==> src/rtl/disp_cnt_pkg.sv <==
package disp_cnt_pkg;

   typedef logic [3:0] bcd_t;

   localparam bcd_t BCD_TOP = 4'd9;

   // Active-high pattern {g,f,e,d,c,b,a}. Values above nine give all segments off.
   function automatic logic [6:0] seg_pattern(input bcd_t v);
      logic [6:0] p;
      case (v)
         4'd0:    p = 7'b0111111;
         4'd1:    p = 7'b0000110;
         4'd2:    p = 7'b1011011;
         4'd3:    p = 7'b1001111;
         4'd4:    p = 7'b1100110;
         4'd5:    p = 7'b1101101;
         4'd6:    p = 7'b1111101;
         4'd7:    p = 7'b0000111;
         4'd8:    p = 7'b1111111;
         4'd9:    p = 7'b1101111;
         default: p = 7'b0000000;
      endcase
      return p;
   endfunction

   // Active-low bus with the decimal point held off.
   function automatic logic [7:0] seg_drive_n(input bcd_t v);
      return {1'b1, ~seg_pattern(v)};
   endfunction

endpackage

==> src/rtl/pulse_divider.sv <==
module pulse_divider #(
   parameter int unsigned TERM = 99_999_999
) (
   input  logic clk,
   input  logic rst,
   output logic tick
);
   localparam int unsigned CNT_W = (TERM < 2) ? 1 : $clog2(TERM + 1);
   localparam logic [CNT_W-1:0] TERM_V = CNT_W'(TERM);

   if (TERM < 1) begin : g_bad_term
      $error("pulse_divider: TERM must be at least 1");
   end

   logic [CNT_W-1:0] cnt;

   assign tick = (cnt == TERM_V);

   always_ff @(posedge clk) begin
      if (rst)       cnt <= '0;
      else if (tick) cnt <= '0;
      else           cnt <= cnt + 1'b1;
   end


   tick_single_chk: assert property (@(posedge clk) disable iff (rst)
      tick |=> !tick);

   div_clear_chk: assert property (@(posedge clk)
      rst |=> (cnt == '0));

endmodule

==> src/rtl/bcd_digit.sv <==
module bcd_digit
   import disp_cnt_pkg::*;
(
   input  logic clk,
   input  logic rst,
   input  logic adv,
   output bcd_t value
);
   always_ff @(posedge clk) begin
      if (rst)
         value <= '0;
      else if (adv)
         value <= (value == BCD_TOP) ? '0 : value + 1'b1;
   end


   digit_range_chk: assert property (@(posedge clk) disable iff (rst)
      value <= BCD_TOP);

   digit_wrap_chk: assert property (@(posedge clk) disable iff (rst)
      (adv && value == BCD_TOP) |=> (value == '0));

   digit_hold_chk: assert property (@(posedge clk) disable iff (rst)
      !adv |=> $stable(value));

endmodule

==> src/rtl/scan_display.sv <==
module scan_display
   import disp_cnt_pkg::*;
#(
   parameter int unsigned NUM_DIGITS = 4,
   parameter int unsigned SEL_W      = 2
) (
   input  logic                        clk,
   input  logic                        rst,
   input  logic                        step,
   input  bcd_t [NUM_DIGITS-1:0]       digits,
   output logic [7:0]                  seg_n,
   output logic [NUM_DIGITS-1:0]       sel_n
);
   if ((1 << SEL_W) != NUM_DIGITS) begin : g_bad_sel
      $error("scan_display: NUM_DIGITS must equal 2**SEL_W");
   end

   logic [SEL_W-1:0] ptr;
   bcd_t             shown;

   always_ff @(posedge clk) begin
      if (rst)       ptr <= '0;
      else if (step) ptr <= ptr + 1'b1;
   end

   always_comb begin
      shown = digits[ptr];
      seg_n = seg_drive_n(shown);
   end

   for (genvar k = 0; k < NUM_DIGITS; k++) begin : g_sel
      assign sel_n[k] = (ptr != SEL_W'(k));
   end


   sel_onehot_chk: assert property (@(posedge clk) disable iff (rst)
      $countones(~sel_n) == 1);

   ptr_step_chk: assert property (@(posedge clk) disable iff (rst)
      step |=> (ptr == SEL_W'($past(ptr) + 1'b1)));

   ptr_hold_chk: assert property (@(posedge clk) disable iff (rst)
      !step |=> $stable(ptr));

   dp_off_chk: assert property (@(posedge clk) seg_n[7]);

endmodule

==> src/rtl/start_disp_counter.sv <==
module start_disp_counter
   import disp_cnt_pkg::*;
#(
   parameter int unsigned SEC_TERM   = 99_999_999,
   parameter int unsigned SCAN_TERM  = 249_999,
   parameter int unsigned NUM_DIGITS = 4
) (
   input  logic       clk,
   input  logic       rst,
   input  logic       start,
   output logic [7:0] seg_n,
   output logic [3:0] digit_sel_n
);
   localparam int unsigned SEL_W = $clog2(NUM_DIGITS);

   if (NUM_DIGITS != 4) begin : g_bad_digits
      $error("start_disp_counter: the port widths assume four digits");
   end

   logic                  sec_tick;
   logic                  scan_tick;
   logic [NUM_DIGITS-1:0] adv;
   bcd_t [NUM_DIGITS-1:0] digits;

   pulse_divider #(.TERM(SEC_TERM)) u_sec_div (
      .clk (clk),
      .rst (rst),
      .tick(sec_tick)
   );

   pulse_divider #(.TERM(SCAN_TERM)) u_scan_div (
      .clk (clk),
      .rst (rst),
      .tick(scan_tick)
   );

   assign adv[0] = sec_tick & start;

   for (genvar i = 0; i < NUM_DIGITS; i++) begin : g_digit
      bcd_digit u_digit (
         .clk  (clk),
         .rst  (rst),
         .adv  (adv[i]),
         .value(digits[i])
      );
      if (i < NUM_DIGITS - 1) begin : g_carry
         assign adv[i+1] = adv[i] & (digits[i] == BCD_TOP);
      end
   end

   scan_display #(.NUM_DIGITS(NUM_DIGITS), .SEL_W(SEL_W)) u_scan (
      .clk   (clk),
      .rst   (rst),
      .step  (scan_tick),
      .digits(digits),
      .seg_n (seg_n),
      .sel_n (digit_sel_n)
   );


   start_hold_chk: assert property (@(posedge clk) disable iff (rst)
      !start |=> $stable(digits));

   full_wrap_chk: assert property (@(posedge clk) disable iff (rst)
      (adv[0] && digits == {NUM_DIGITS{BCD_TOP}}) |=> (digits == '0));

endmodule

==> config.mk <==
export PLATFORM = sky130hd
export DESIGN_NAME = start_disp_counter
export DESIGN_NICKNAME = d
export VERILOG_FILES = /design/src/rtl/disp_cnt_pkg.sv /design/src/rtl/pulse_divider.sv /design/src/rtl/bcd_digit.sv /design/src/rtl/scan_display.sv /design/src/rtl/start_disp_counter.sv
export SDC_FILE = /design/constraint.sdc
export NUM_CORES = 1
export LEC_CHECK = 0
export ABC_AREA = 1
export ABC_CLOCK_PERIOD_IN_PS = 1770
export BUFFER_PORTS_ARGS = -buffer_cell sky130_fd_sc_hd__buf_2
export CORE_ASPECT_RATIO = 1.5
export CORE_MARGIN = 1
export CORE_UTILIZATION = 45
export CTS_BUF_LIST = sky130_fd_sc_hd__clkbuf_4
export CTS_CLUSTER_SIZE = 20
export DETAILED_ROUTE_END_ITERATION = 10
export GPL_TIMING_DRIVEN = 0
export SLEW_MARGIN = 20
export SYNTH_ARGS = -nofsm -noshare
export SYNTH_HDL_FRONTEND = slang
export SYNTH_SLANG_ARGS = --single-unit
==> constraint.sdc <==
create_clock -name clk -period 1.77 [get_ports clk]
set_input_delay 0.354 -clock clk [delete_from_list [all_inputs] [get_ports clk]]
set_output_delay 0.354 -clock clk [all_outputs]
set_load 0.1 [all_outputs]
# Yosys cells after proc, flatten, opt, wreduce, memory -nomap -nowiden
# Memory sizes are Yosys's and may differ from the RTL's.
# Index checks and enable logic that the tools add are counted.
totals:
  out_inout_bits: 12
  memories: 1
  mem_bits_ro: 112
  word_cells: 39
  inputBits: 3
  ff_bits: 63
op_classes:
  eq_ne: 9
  n_reduce_logical: 3
  order_cmp: 1
  n_bitwise: 5
  addsub: 7
  mux: 6
memory_table:
  columns: ["memory", "depth", "word_bits", "rd", "rd_clocked_by_memory_dff", "wr", "line", "rtl"]
  rows:
  - ["(name not given)", 16, 7, 1, 0, 0, "disp_cnt_pkg.sv:10", "case (v)"]
op_table:
  columns: ["cell", "n"]
  rows:
  - ["$add A27 B1 Y27 const B", 1]
  - ["$eq A27 B27 Y1 const B", 1]
  - ["$mux W4", 5]
  - ["$add A18 B1 Y18 const B", 1]
  - ["$eq A18 B18 Y1 const B", 1]
  - ["$add A4 B1 Y4 const B", 4]
  - ["$eq A4 B4 Y1 const B", 4]
  - ["$bmux W4 S2", 1]
  - ["$not A7 Y7", 1]
  - ["$and A1 B1 Y1", 4]
  - ["$ne A2 B2 Y1 const B", 2]
  - ["$reduce_or A2 Y1", 2]
  - ["$lt A2 B3 Y1 const B", 1]
  - ["$add A2 B1 Y2 const B", 1]
  - ["$ne A2 B1 Y1 const B", 1]
  - ["$reduce_bool A2 Y1", 1]

# Longest topological paths before layout
# Gate-level depths: netlist (run 1).
depth:
  ltp_word: 5
  ltp_mapped: 12
  depth_no_buf: 12

# Modules after synthesis
# Synthesis (run 1) repeated with hierarchy kept, for this count alone.
hier_totals:
  cells_unflattened: 572
  area_unflattened_um2: 3783.6
modules_own_cells:
  columns: ["module", "instances", "area_each_um2", "seq_area_each_um2", "cells_each"]
  rows:
  - ["pulse_divider at u_sec_div", 1, 1458.9, 540.5, 224]
  - ["pulse_divider at u_scan_div", 1, 991.0, 360.3, 145]
  - ["bcd_digit", 4, 181.4, 80.1, 26]
  - ["scan_display", 1, 531.8, 40.0, 83]
  - ["start_disp_counter", 1, 76.3, 0.0, 16]

# Worst setup path before layout (run 1)
# Ideal clock, no wire load.
synth_path:
  path_kind: "flip-flop to output port"
  start: "register u_scan.ptr[0]"
  end: "output seg_n[5]"
  path_slack_ns: -1.923
  path_stages_with_launch: 10
  required_time_ns: 1.416
  arrival_time_ns: 3.339
  n_path_buf: 1
  cell_sequence: "dfxtp_1 -> buf_4 -> a21oi_1 -> o21ai_0 -> and2_1 -> inv_1 -> ha_1 -> inv_1 -> nor2_1 -> o21ai_0"
synth_between:
  elab_chain_len: 4
synth_lines:
  columns: ["element", "line", "rtl"]
  rows:
  - ["start: declaration", "scan_display.sv:18", "logic [SEL_W-1:0] ptr;"]
  - ["start signal: assignment", "scan_display.sv:23", "else if (step) ptr <= ptr + 1'b1;"]
  - ["$bmux W4 S2", "scan_display.sv:27", "shown = digits[ptr];"]
  - ["$mux W4 (not written as such)", "scan_display.sv:27", null]
  - ["$mem_v2 Z16 W7", null, null]
  - ["$not A7 Y7", "disp_cnt_pkg.sv:28", "return {1'b1, ~seg_pattern(v)};"]
  - ["end: declaration", "start_disp_counter.sv:11", "output logic [7:0] seg_n,"]
# No other way between the ends. The select of a mux whose other input is x is not followed.

# Worst setup path in the final report (run 1)
layout_path:
  start: "register u_scan.ptr[0]"
  end: "output seg_n[4]"
# The elaborated chain is that of the path after synthesis.

==> results of run 1 <==
==> cell usage after synthesis (3+ instances only) <==
| cell | instances |
|---|---|
| buf_4 | 4 |
| ha_1 | 11 |
| or2_2 | 7 |
| nand2_2 | 9 |
| inv_1 | 68 |
| o21ai_1 | 4 |
| inv_2 | 5 |
| dfxtp_1 | 63 |
| nor2_4 | 9 |
| a21oi_1 | 48 |
| nand2_1 | 118 |
| xor2_1 | 6 |
| nand3_1 | 25 |
| o21ai_0 | 22 |
| nand4_1 | 13 |
| nor4_1 | 3 |
| nor3_1 | 18 |
| nor2_2 | 8 |
| xnor2_1 | 4 |
| nor2_1 | 73 |
| buf_2 | 3 |
==> power breakdown <==
part / switching [mW] / leakage [nW] / internal, mW
combinational: 0.0600 / 1.17 / 0.0339
sequential: 0.0112 / 0.514 / 1.43
clock: 0.552 / 0.0734 / 0.419
==> sequential cells by signal, indices dropped and copies added, names as in the netlist <==
| register | cells |
|---|---|
| g_digit.u_digit.value | 16 |
| u_sec_div.cnt | 27 |
| u_scan_div.cnt | 18 |
| u_scan.ptr | 2 |
==> per-layer routing <==
layer	vias up	share of wire, %
met4	0	2.5
met3	20	2.6
li1	1842	-
met1	1600	42
met5	-	0
met2	47	53
==> metrics by stage <==
stage	cell area (µm²)	hold slack, ps	power (mW)
after global placement	3970	438	1.55
after global routing	4610	191	2.60
after floorplan	3770	423	1.53
after detailed placement	3970	456	1.55
after CTS	4430	183	2.52
final	4610	189	2.50
==> worst paths after layout <==
check | cells past startpoint | slack, ps | endpoint
setup reg to reg | 8 | 130 | u_scan.ptr[0]$_SDFFE_PP0N_
setup / recovery | 10 | -660 | seg_n[4]
hold reg to reg | 1 | 430 | u_scan_div.cnt[0]$_SDFF_PP0_
hold / removal | 2 | 190 | g_digit[3].u_digit.value[3]$_SDFFE_PP0P_
==> worst register-to-register path, cell delays in order, from the launching register on <==
cell and delay [ps]:
dfxtp_2 350, ha_1 180, nand3_1 150, or2_4 270, nor3_2 120, nand2_2 100
buf_4 180, o21ai_0 140, a21oi_1 60
==> cell families (layout without fill, tap and decap cells) <==
| group | after synthesis | in the layout |
|---|---|---|
| AO/OA/AOI/OAI | 80 | 80 |
| other | 1 | 1 |
| adder cells (fa/ha/maj) | 11 | 11 |
| XOR/XNOR | 10 | 10 |
| buffers and inverters | 82 | 130 |
| AND/OR/NAND/NOR | 301 | 301 |
| flip-flops | 63 | 63 |
==> timing repair <==
action,in CTS,in global routing
gates cloned,1,0
setup endpoints to repair,27,43
pin swaps,9,15
resized for setup,69,44
buffers inserted,13,5
==> area by class of cell <==
cell class              count  area share, %
multi-input cells         403           50.8
plain buffers               7           1.06
clock buffers               9           1.46
flip-flops and latches     63           27.8
well taps                 105           2.85
repair buffers             32           8.30
inverters                  75           6.43
clock inverters             7           1.36
==> flow_metrics.py, run 1 <==
metrics = {
    "outcome": {
        "status": "finished, violations left",
        "violations": "setup timing",
    },
    "timing": {
        "finClkSkew_ps": 23.3,
        "hold_violations": 0,
        "finalCritPeriodShare_pct": 137,
        "layout_min_cycle_time_ps": 2430,
        "rsz0062_at_grt": "yes",
        "setup_ws_ps": -659,
        "fmax_mhz": 412,
        "drv_slew": 0,
        "setup_viol": 7,
        "finalSetupTns_ps": -4350,
    },
    "clock_tree": {
        "cts_sinks": 63,
        "cts_inserted_buffers": 9,
        "cts_buffer_depth": 2,
        "clockRootBuffer": "clkbuf_4",
        "insertion_delay_ps": 430,
        "holdBufCountCts": 0,
        "cts_tree": "yes",
        "htreeDepth": 3,
        "path_clk_slew_ps": 120,
    },
    "global_route": {
        "busiest_layer": "met2",
        "antenna_found_initial": 0,
        "grtUsageTotal_pct": 21.6,
        "grt_pass1_vias": 3420,
        "grtUsageMet2_pct": 41.0,
        "grt_max_degree": 12,
        "use_met1_pct": 23.0,
        "globalRouteMet3Util_pct": 4.44,
        "grt_overflow": 0,
        "grt_pass1_wl_mm": 14.8,
    },
    "synthesis": {
        "synthDistinctLibCells": 41,
        "synthMuxAreaShare_pct": 0,
        "yosys.area_share.adder_pct": 3.73,
        "ys.flop_type": "dfxtp_1",
        "syn_area_mm2": 0.00369,
        "yosys-top-cells-area": "dfxtp_1 (34%), nand2_1 (12%), nor2_1 (7.4%)",
        "postSynthCellCount": 548,
        "async_reset_ff_share_pct": 0,
        "synth_edf_count": 0,
        "syn_nets": 562,
        "synth.avg_cell_area_um2": 6.74,
        "synth_xor_area_share_pct": 2.37,
        "seq_area_frac_synth_pct": 34.1,
        "ys_ff_latch": 63,
        "synth_top_area_share_pct": 34.1,
        "synth-simple-area-share_pct": 39.5,
        "synth_top_family_by_area": "simple AND/OR/NAND/NOR gates",
        "synth-compound-area-share_pct": 11.3,
        "synth_top_area_cell": "dfxtp_1",
        "yosysWarnings": 0,
    },
    "pwr": {
        "leakagePower_nw": 1.76,
        "ir_drop_v": 0.000555,
        "power_density_mw_per_mm2": 543,
    },
    "critical_path": {
        "crit_path_top_delay_cell": "dfxtp_4",
        "arrival_ps": 2080,
        "crit_family": "buffers and inverters",
        "crit_path_end_kind": "primary output",
        "rr_startpoint": "u_scan_div.cnt[0]$_SDFF_PP0_",
        "crit_required_ps": 1420,
        "start_kind": "flop",
        "path_max_fanout": 6,
        "worst-path-buf-inv": 4,
        "cp-startpoint": "u_scan.ptr[0]$_SDFFE_PP0N_",
        "critical_path.max_stage_delay_ps": 410,
        "criticalPathCategory": "flop to primary output",
        "cp_cell_sequence": "buf_6 > a21oi_2 > o21ai_1 > nand2_2 > buf_4 > ha_4 > inv_2 > nor2_2 > a22oi_2 > buf_12",
    },
    "placed_design": {
        "dp_slack_ps": -570,
        "place_inst": 666,
        "portBuffers": 13,
        "hpwl_mm": 6.30,
        "place_congestion": 0.877,
    },
    "drt": {
        "postRouteAntennaNets": 0,
        "via_per_inst": 5.01,
        "drt-total-wl_mm": 8.96,
        "num_vias": 3509,
        "first_pass_iters": 4,
        "drc": 0,
        "drtIter0Drc": 166,
        "post_drt_wl_per_cell_um": 12.8,
    },
    "job": {
        "maxCapViolCount": 0,
    },
    "hold_path": {
        "hold_path.class": "primary input to flop",
        "hp-start": "rst",
    },
    "finish": {
        "nFillCells": 756,
        "antennaDiodeCount": 0,
        "multiInputGateArea_mm2": 0.00234,
        "seqCellArea_mm2": 0.00128,
        "layout_commonest_cell": "nand2_1",
        "layout_common_cells": "nand2_1 (107), nor2_1 (67), inv_1 (58), dfxtp_1 (51), a21oi_1 (45)",
        "post-route-util_pct": 58.0,
        "nets": 605,
        "area_growth_syn_to_layout_pct": 24.9,
        "fin_cells": 701,
        "drive_above_1_share_pct": 27.0,
    },
    "floorplan": {
        "io_pins": 15,
        "start_util_pct": 46.4,
        "die_x_um": 76.0,
        "die_area_mm2": 0.00858,
        "dieHeight_um": 113,
        "row_count": 40,
        "coreArea_mm2": 0.00796,
    },
}
Note: power is estimated with default switching activity, not from simulation.
==> run 2, diff against run 1 <==
Settings changed: CORE_ASPECT_RATIO 1.5 to unset.
==> flow_metrics.py, run 2 (synthesis gave the netlist of run 1 again) <==
metrics = {
    "outcome": {
        "status": "finished, violations left",
        "violations": "setup timing",
    },
    "floorplan": {
        "die_x_um": 92.6,
        "coreArea_mm2": 0.00785,
        "io_pins": 15,
        "die_area_mm2": 0.00857,
        "row_count": 32,
        "dieHeight_um": 92.6,
        "start_util_pct": 47.1,
    },
    "hold_path": {
        "hold_path.class": "primary input to flop",
        "min_path_cells": 2,
        "hp-start": "rst",
    },
    "critical_path": {
        "start_kind": "flop",
        "crit_end": "seg_n[4]",
        "path_max_fanout": 5,
        "arrival_ps": 2030,
        "reg2regPathDepth": 11,
        "cp-startpoint": "u_scan.ptr[0]$_SDFFE_PP0N_",
        "criticalPathCategory": "flop to primary output",
        "rr_startpoint": "u_sec_div.cnt[1]$_SDFF_PP0_",
        "r2r_setup_slack_ps": 90,
        "crit_required_ps": 1420,
        "crit_path_end_kind": "primary output",
        "reg2reg_to": "g_digit[3].u_digit.value[2]$_SDFFE_PP0P_",
    },
    "timing": {
        "rsz0062_at_grt": "yes",
        "layout_min_cycle_time_ps": 2380,
        "finClkSkew_ps": 16.2,
        "finalCritPeriodShare_pct": 135,
        "setup_ws_ps": -612,
        "drv_slew": 0,
        "hold_violations": 0,
        "setup_viol": 7,
        "fmax_mhz": 420,
        "timing.hold.ws_ps": 215,
    },
    "clock_tree": {
        "insertion_delay_ps": 410,
        "cts_inserted_buffers": 9,
        "cts_tree": "yes",
        "cts_sinks": 63,
        "cts_buffer_depth": 2,
        "path_clk_slew_ps": 120,
        "clockRootBuffer": "clkbuf_4",
        "htreeDepth": 3,
    },
    "drt": {
        "postRouteAntennaNets": 0,
        "via_per_inst": 5.01,
        "drc": 0,
        "drtIter0Drc": 92,
        "first_pass_iters": 4,
        "drt-total-wl_mm": 9.03,
        "num_vias": 3532,
        "post_drt_wl_per_cell_um": 12.8,
    },
    "finish": {
        "drive_above_1_share_pct": 29.0,
        "fin_area_mm2": 0.00483,
        "layout_commonest_cell": "nand2_1",
        "post-route-util_pct": 61.5,
        "largest_reg_flops": 27,
        "layout_common_cells": "nand2_1 (106), nor2_1 (68), inv_1 (57), dfxtp_1 (52), a21oi_1 (42)",
        "area_growth_syn_to_layout_pct": 30.7,
        "antennaDiodeCount": 0,
        "fin_cells": 705,
        "nets": 612,
        "regMostFlops": "u_sec_div.cnt",
        "largestRegisters": "u_sec_div.cnt (27), u_scan_div.cnt (18), g_digit.u_digit.value (16)",
    },
    "global_route": {
        "grt_overflow": 0,
        "grt_pass1_wl_mm": 14.7,
        "grt_max_degree": 11,
        "antenna_found_initial": 0,
        "grtUsageTotal_pct": 21.4,
        "grt_pass1_vias": 3226,
    },
    "placed_design": {
        "place_inst": 663,
        "portBuffers": 13,
        "hpwl_mm": 5.93,
        "placed_area_mm2": 0.00397,
        "place_congestion": 0.858,
    },
    "pwr": {
        "power_density_mw_per_mm2": 528,
        "leakagePower_nw": 1.84,
        "ir_drop_v": 0.000374,
    },
    "job": {
        "maxCapViolCount": 0,
    },
}
==> run 2: timing repair <==
| item | CTS | global route |
|---|---|---|
| buffers inserted | 12 | 13 |
| endpoints found under the setup margin | 28 | 45 |
| gates resized for setup | 79 | 62 |
| endpoints found under the hold margin | 0 | 0 |
| hold buffers | 0 | 0 |
| gates cloned | 1 | 0 |
| pin swaps | 12 | 20 |
==> run 2: per-stage QoR <==
stage | power (mW) | TNS, ps | setup WS, ps
floorplan | 1.53 | -3250 | -569
global placement | 1.55 | -4180 | -581
finish | 2.55 | -4110 | -612
detailed placement | 1.55 | -4520 | -622
global route | 2.65 | -4790 | -708
CTS | 2.56 | -4000 | -619
==> run 2: routing by layer <==
layer / wire length, µm / GRT usage (%)
met1: 4120 / 26.5
met2: 4490 / 37.3
met3: 215 / 2.96
met4: 205 / 8.07
met5: 0 / 0
==> run 2: layout make-up <==
class	instances	area (µm²)
Buffer	7	52.6
Multi-Input combinational cell	403	2450
Timing Repair Buffer	39	468
Clock inverter	4	46.3
Sequential cell	63	1280
Tap cell	102	128
Inverter	75	307
Fill cell	691	3020
Clock buffer	12	90.1
==> run 2: worst max-delay path: stages, from the launching register on <==
cell and delay [ps]:
dfxtp_4 420, buf_8 150, a21oi_4 70, o21ai_4 80, nand2_4 100, buf_12 130, ha_4 160, inv_4 60
nand2_1 60, a22oi_2 170, buf_12 200
==> run 2: worst min-delay path by stage <==
| stage | end | slack, ps |
|---|---|---|
| floorplan | g_digit[1].u_digit.value[2]$_SDFFE_PP0N_ | 420 |
| global placement | u_scan_div.cnt[0]$_SDFF_PP0_ | 440 |
| detailed placement | u_scan_div.cnt[0]$_SDFF_PP0_ | 460 |
| CTS | g_digit[3].u_digit.value[3]$_SDFFE_PP0P_ | 190 |
| global route | g_digit[3].u_digit.value[3]$_SDFFE_PP0P_ | 210 |
| finish | g_digit[3].u_digit.value[3]$_SDFFE_PP0P_ | 220 |
==> run 2: power breakdown <==
group          switching, mW  total (mW)  internal, mW
registers             0.0142        1.44          1.43
clock network          0.545        1.02         0.473
logic                 0.0596      0.0926        0.0329
==> run 3, diff against run 2 <==
Settings changed: CTS_BUF_LIST sky130_fd_sc_hd__clkbuf_4 to unset, GPL_ROUTABILITY_DRIVEN set to 1, SYNTH_HIERARCHICAL set to 1.
==> flow_metrics.py, run 3 <==
metrics = {
    "outcome": {
        "status": "finished, violations left",
        "violations": "setup timing",
    },
    "critical_path": {
        "cp_cell_sequence": "buf_8 > a21oi_4 > a32oi_4 > inv_2 > ha_4 > nand3_4 > nand3_4 > nand2_8 > buf_12",
        "worst-path-buf-inv": 3,
        "cp-startpoint": "u_scan/ptr[0]$_SDFFE_PP0P_",
        "crit_path_top_delay_cell": "dfxtp_4",
        "critical_path.max_stage_delay_ps": 410,
        "reg2regPathDepth": 12,
        "cpMostUsedCell": "nand3_4",
        "r2r_setup_slack_ps": -180,
        "crit_required_ps": 1420,
        "rr_startpoint": "u_sec_div/cnt[8]$_SDFF_PP0_",
        "crit_path_end_kind": "primary output",
        "criticalPathCategory": "flop to primary output",
        "crit_family": "flip-flops",
        "start_kind": "flop",
        "crit_end": "seg_n[3]",
        "reg2reg_to": "g_digit[3].u_digit/value[3]$_SDFFE_PP0P_",
        "path_depth": 9,
        "path_max_fanout": 5,
        "arrival_ps": 1990,
    },
    "floorplan": {
        "dieHeight_um": 93.7,
        "coreArea_mm2": 0.00818,
        "row_count": 33,
        "die_x_um": 93.7,
        "io_pins": 15,
        "die_area_mm2": 0.00878,
        "start_util_pct": 46.3,
    },
    "finish": {
        "area_growth_syn_to_layout_pct": 31.7,
        "post-route-util_pct": 61.0,
        "fin_cells": 734,
        "antennaDiodeCount": 0,
        "regMostFlops": "u_sec_div/cnt",
        "layout_common_cells": "nand2_1 (142), nor2_1 (103), inv_1 (62), dfxtp_1 (45), nand3_1 (28)",
        "layout_commonest_cell": "nand2_1",
        "largestRegisters": "u_sec_div/cnt (27), u_scan_div/cnt (18), g_digit.u_digit/value (16)",
        "largest_reg_flops": 27,
        "drive_above_1_share_pct": 28.9,
        "nets": 639,
        "nFillCells": 745,
    },
    "pwr": {
        "fin_total_pwr_mw": 2.86,
        "leakagePower_nw": 1.84,
        "power_density_mw_per_mm2": 573,
        "ir_drop_v": 0.000527,
    },
    "clock_tree": {
        "cts_tree": "yes",
        "path_clk_slew_ps": 70,
        "insertion_delay_ps": 340,
        "cts_buffer_depth": 2,
        "cts_sinks": 63,
        "cts_inserted_buffers": 9,
        "htreeDepth": 3,
        "clockRootBuffer": "clkbuf_8",
    },
    "synthesis": {
        "synth_edf_count": 0,
        "syn_nets": 586,
        "yosysWarnings": 6,
        "seq_area_frac_synth_pct": 33.3,
        "postSynthCellCount": 572,
        "synth.avg_cell_area_um2": 6.61,
        "synth_top_area_share_pct": 33.3,
        "yosys-top-cells-area": "dfxtp_1 (33%), nand2_1 (16%), nor2_1 (11%)",
        "synth_common_cells": "nand2_1 (160), nor2_1 (106), inv_1 (70), dfxtp_1 (63), nand3_1 (38)",
        "ys.flop_type": "dfxtp_1",
        "ys_ff_latch": 63,
        "synthDistinctLibCells": 32,
        "synthMostInstantiatedCell": "nand2_1",
        "syn_area_mm2": 0.00378,
        "synth_top_area_cell": "dfxtp_1",
        "async_reset_ff_share_pct": 0,
    },
    "job": {
        "maxCapViolCount": 0,
    },
    "global_route": {
        "antenna_found_initial": 0,
        "grt_overflow": 0,
        "grt_max_degree": 12,
        "grt_pass1_vias": 3175,
        "grtUsageTotal_pct": 20.5,
        "grt_pass1_wl_mm": 14.1,
    },
    "timing": {
        "fmax_mhz": 426,
        "hold_violations": 0,
        "rsz0062_at_grt": "yes",
        "finalCritPeriodShare_pct": 133,
        "setup_ws_ps": -577,
        "layout_min_cycle_time_ps": 2350,
        "drv_slew": 0,
        "setup_viol": 16,
        "finClkSkew_ps": 9.59,
    },
    "drt": {
        "drc": 0,
        "post_drt_wl_per_cell_um": 11.9,
        "first_pass_iters": 4,
        "drtIter0Drc": 156,
        "via_per_inst": 4.85,
        "postRouteAntennaNets": 0,
        "num_vias": 3559,
        "drt-total-wl_mm": 8.73,
    },
    "placed_design": {
        "portBuffers": 13,
        "hpwl_mm": 6.04,
        "place_congestion": 0.864,
        "place_inst": 690,
    },
    "hold_path": {
        "hold_path.class": "primary input to flop",
    },
}
==> run 3: changes by cell type after synthesis, sizes merged, moves of 3 or more <==
cell	previous run	this run
a21oi	48	11
nand2	129	176
nand3	28	43
nand3b	2	5
nand4	13	10
nor2	91	132
nor3	20	1
o21ai	26	7
o22ai	0	4
or2	9	1
xnor2	4	10
xor2	6	13
==> run 3: routing by layer <==
layer	vias to the layer above	wire [µm]	global-route usage (%)
met2	50	4130	33.5
met5	-	0	0
li1	1868	-	-
met3	8	296	5.34
met4	0	93	7.82
met1	1633	4210	25.8
==> run 3: logic make-up (layout without fill, tap and decap cells) <==
group	Yosys count	count (layout)	synth area share [%]
AOI/OAI and AO/OA	25	25	4.07
xor gates and xnor gates	23	23	5.32
adders and majority gates	11	11	3.64
buffers and inverters	77	134	8.76
DFF	63	63	33.3
other	1	1	0.0991
and+or+nand+nor	372	372	44.8
==> run 3: report_power, final <==
part / switching [mW] / internal [mW]
clock: 0.553 / 0.763
sequential: 0.0118 / 1.43
combinational: 0.0646 / 0.0393
total: 0.629 / 2.23
==> run 3: cell type report <==
type,instances,area [µm²],area share [%]
clock buffers,12,166,3.34
repair buffers,42,442,8.86
well taps,105,131,2.64
plain buffers,5,65.1,1.31
inverters,72,284,5.70
flip-flops and latches,63,1290,25.9
clock inverters,3,40.0,0.803
multi-input cells,432,2560,51.4
==> run 3: repair_timing <==
action                                  CTS  global route
endpoints found under the setup margin   23            23
hold buffers                              0             0
resized for setup                        57            52
buffers inserted                         19            10
hold endpoints to repair                  0             0
pin swaps                                27            31
gates cloned                              1             0
==> run 3: worst min-delay path by stage <==
stage,end,startpoint,depth (start not counted),slack (ps)
5_1_grt,u_scan/ptr[0]$_SDFFE_PP0P_,rst,2,320
3_3_place_gp,u_sec_div/cnt[0]$_SDFF_PP0_,u_sec_div/cnt[0]$_SDFF_PP0_,1,430
6_report,u_scan/ptr[0]$_SDFFE_PP0P_,rst,2,310
4_1_cts,u_scan/ptr[1]$_SDFFE_PP0P_,rst,2,300
3_5_place_dp,u_sec_div/cnt[0]$_SDFF_PP0_,u_sec_div/cnt[0]$_SDFF_PP0_,1,440
2_1_floorplan,u_scan/ptr[0]$_SDFFE_PP0P_,rst,1,420
==> run 3: through the flow <==
stage | setup slack (ps) | area (µm²) | hold WS (ps) | TNS [ps]
after floorplan | -67.4 | 3950 | 417 | -237
after global placement | -469 | 4150 | 428 | -3680
after detailed placement | -475 | 4150 | 438 | -4040
after CTS | -567 | 4740 | 304 | -4560
after global routing | -655 | 4980 | 318 | -6990
final | -577 | 4980 | 311 | -4580
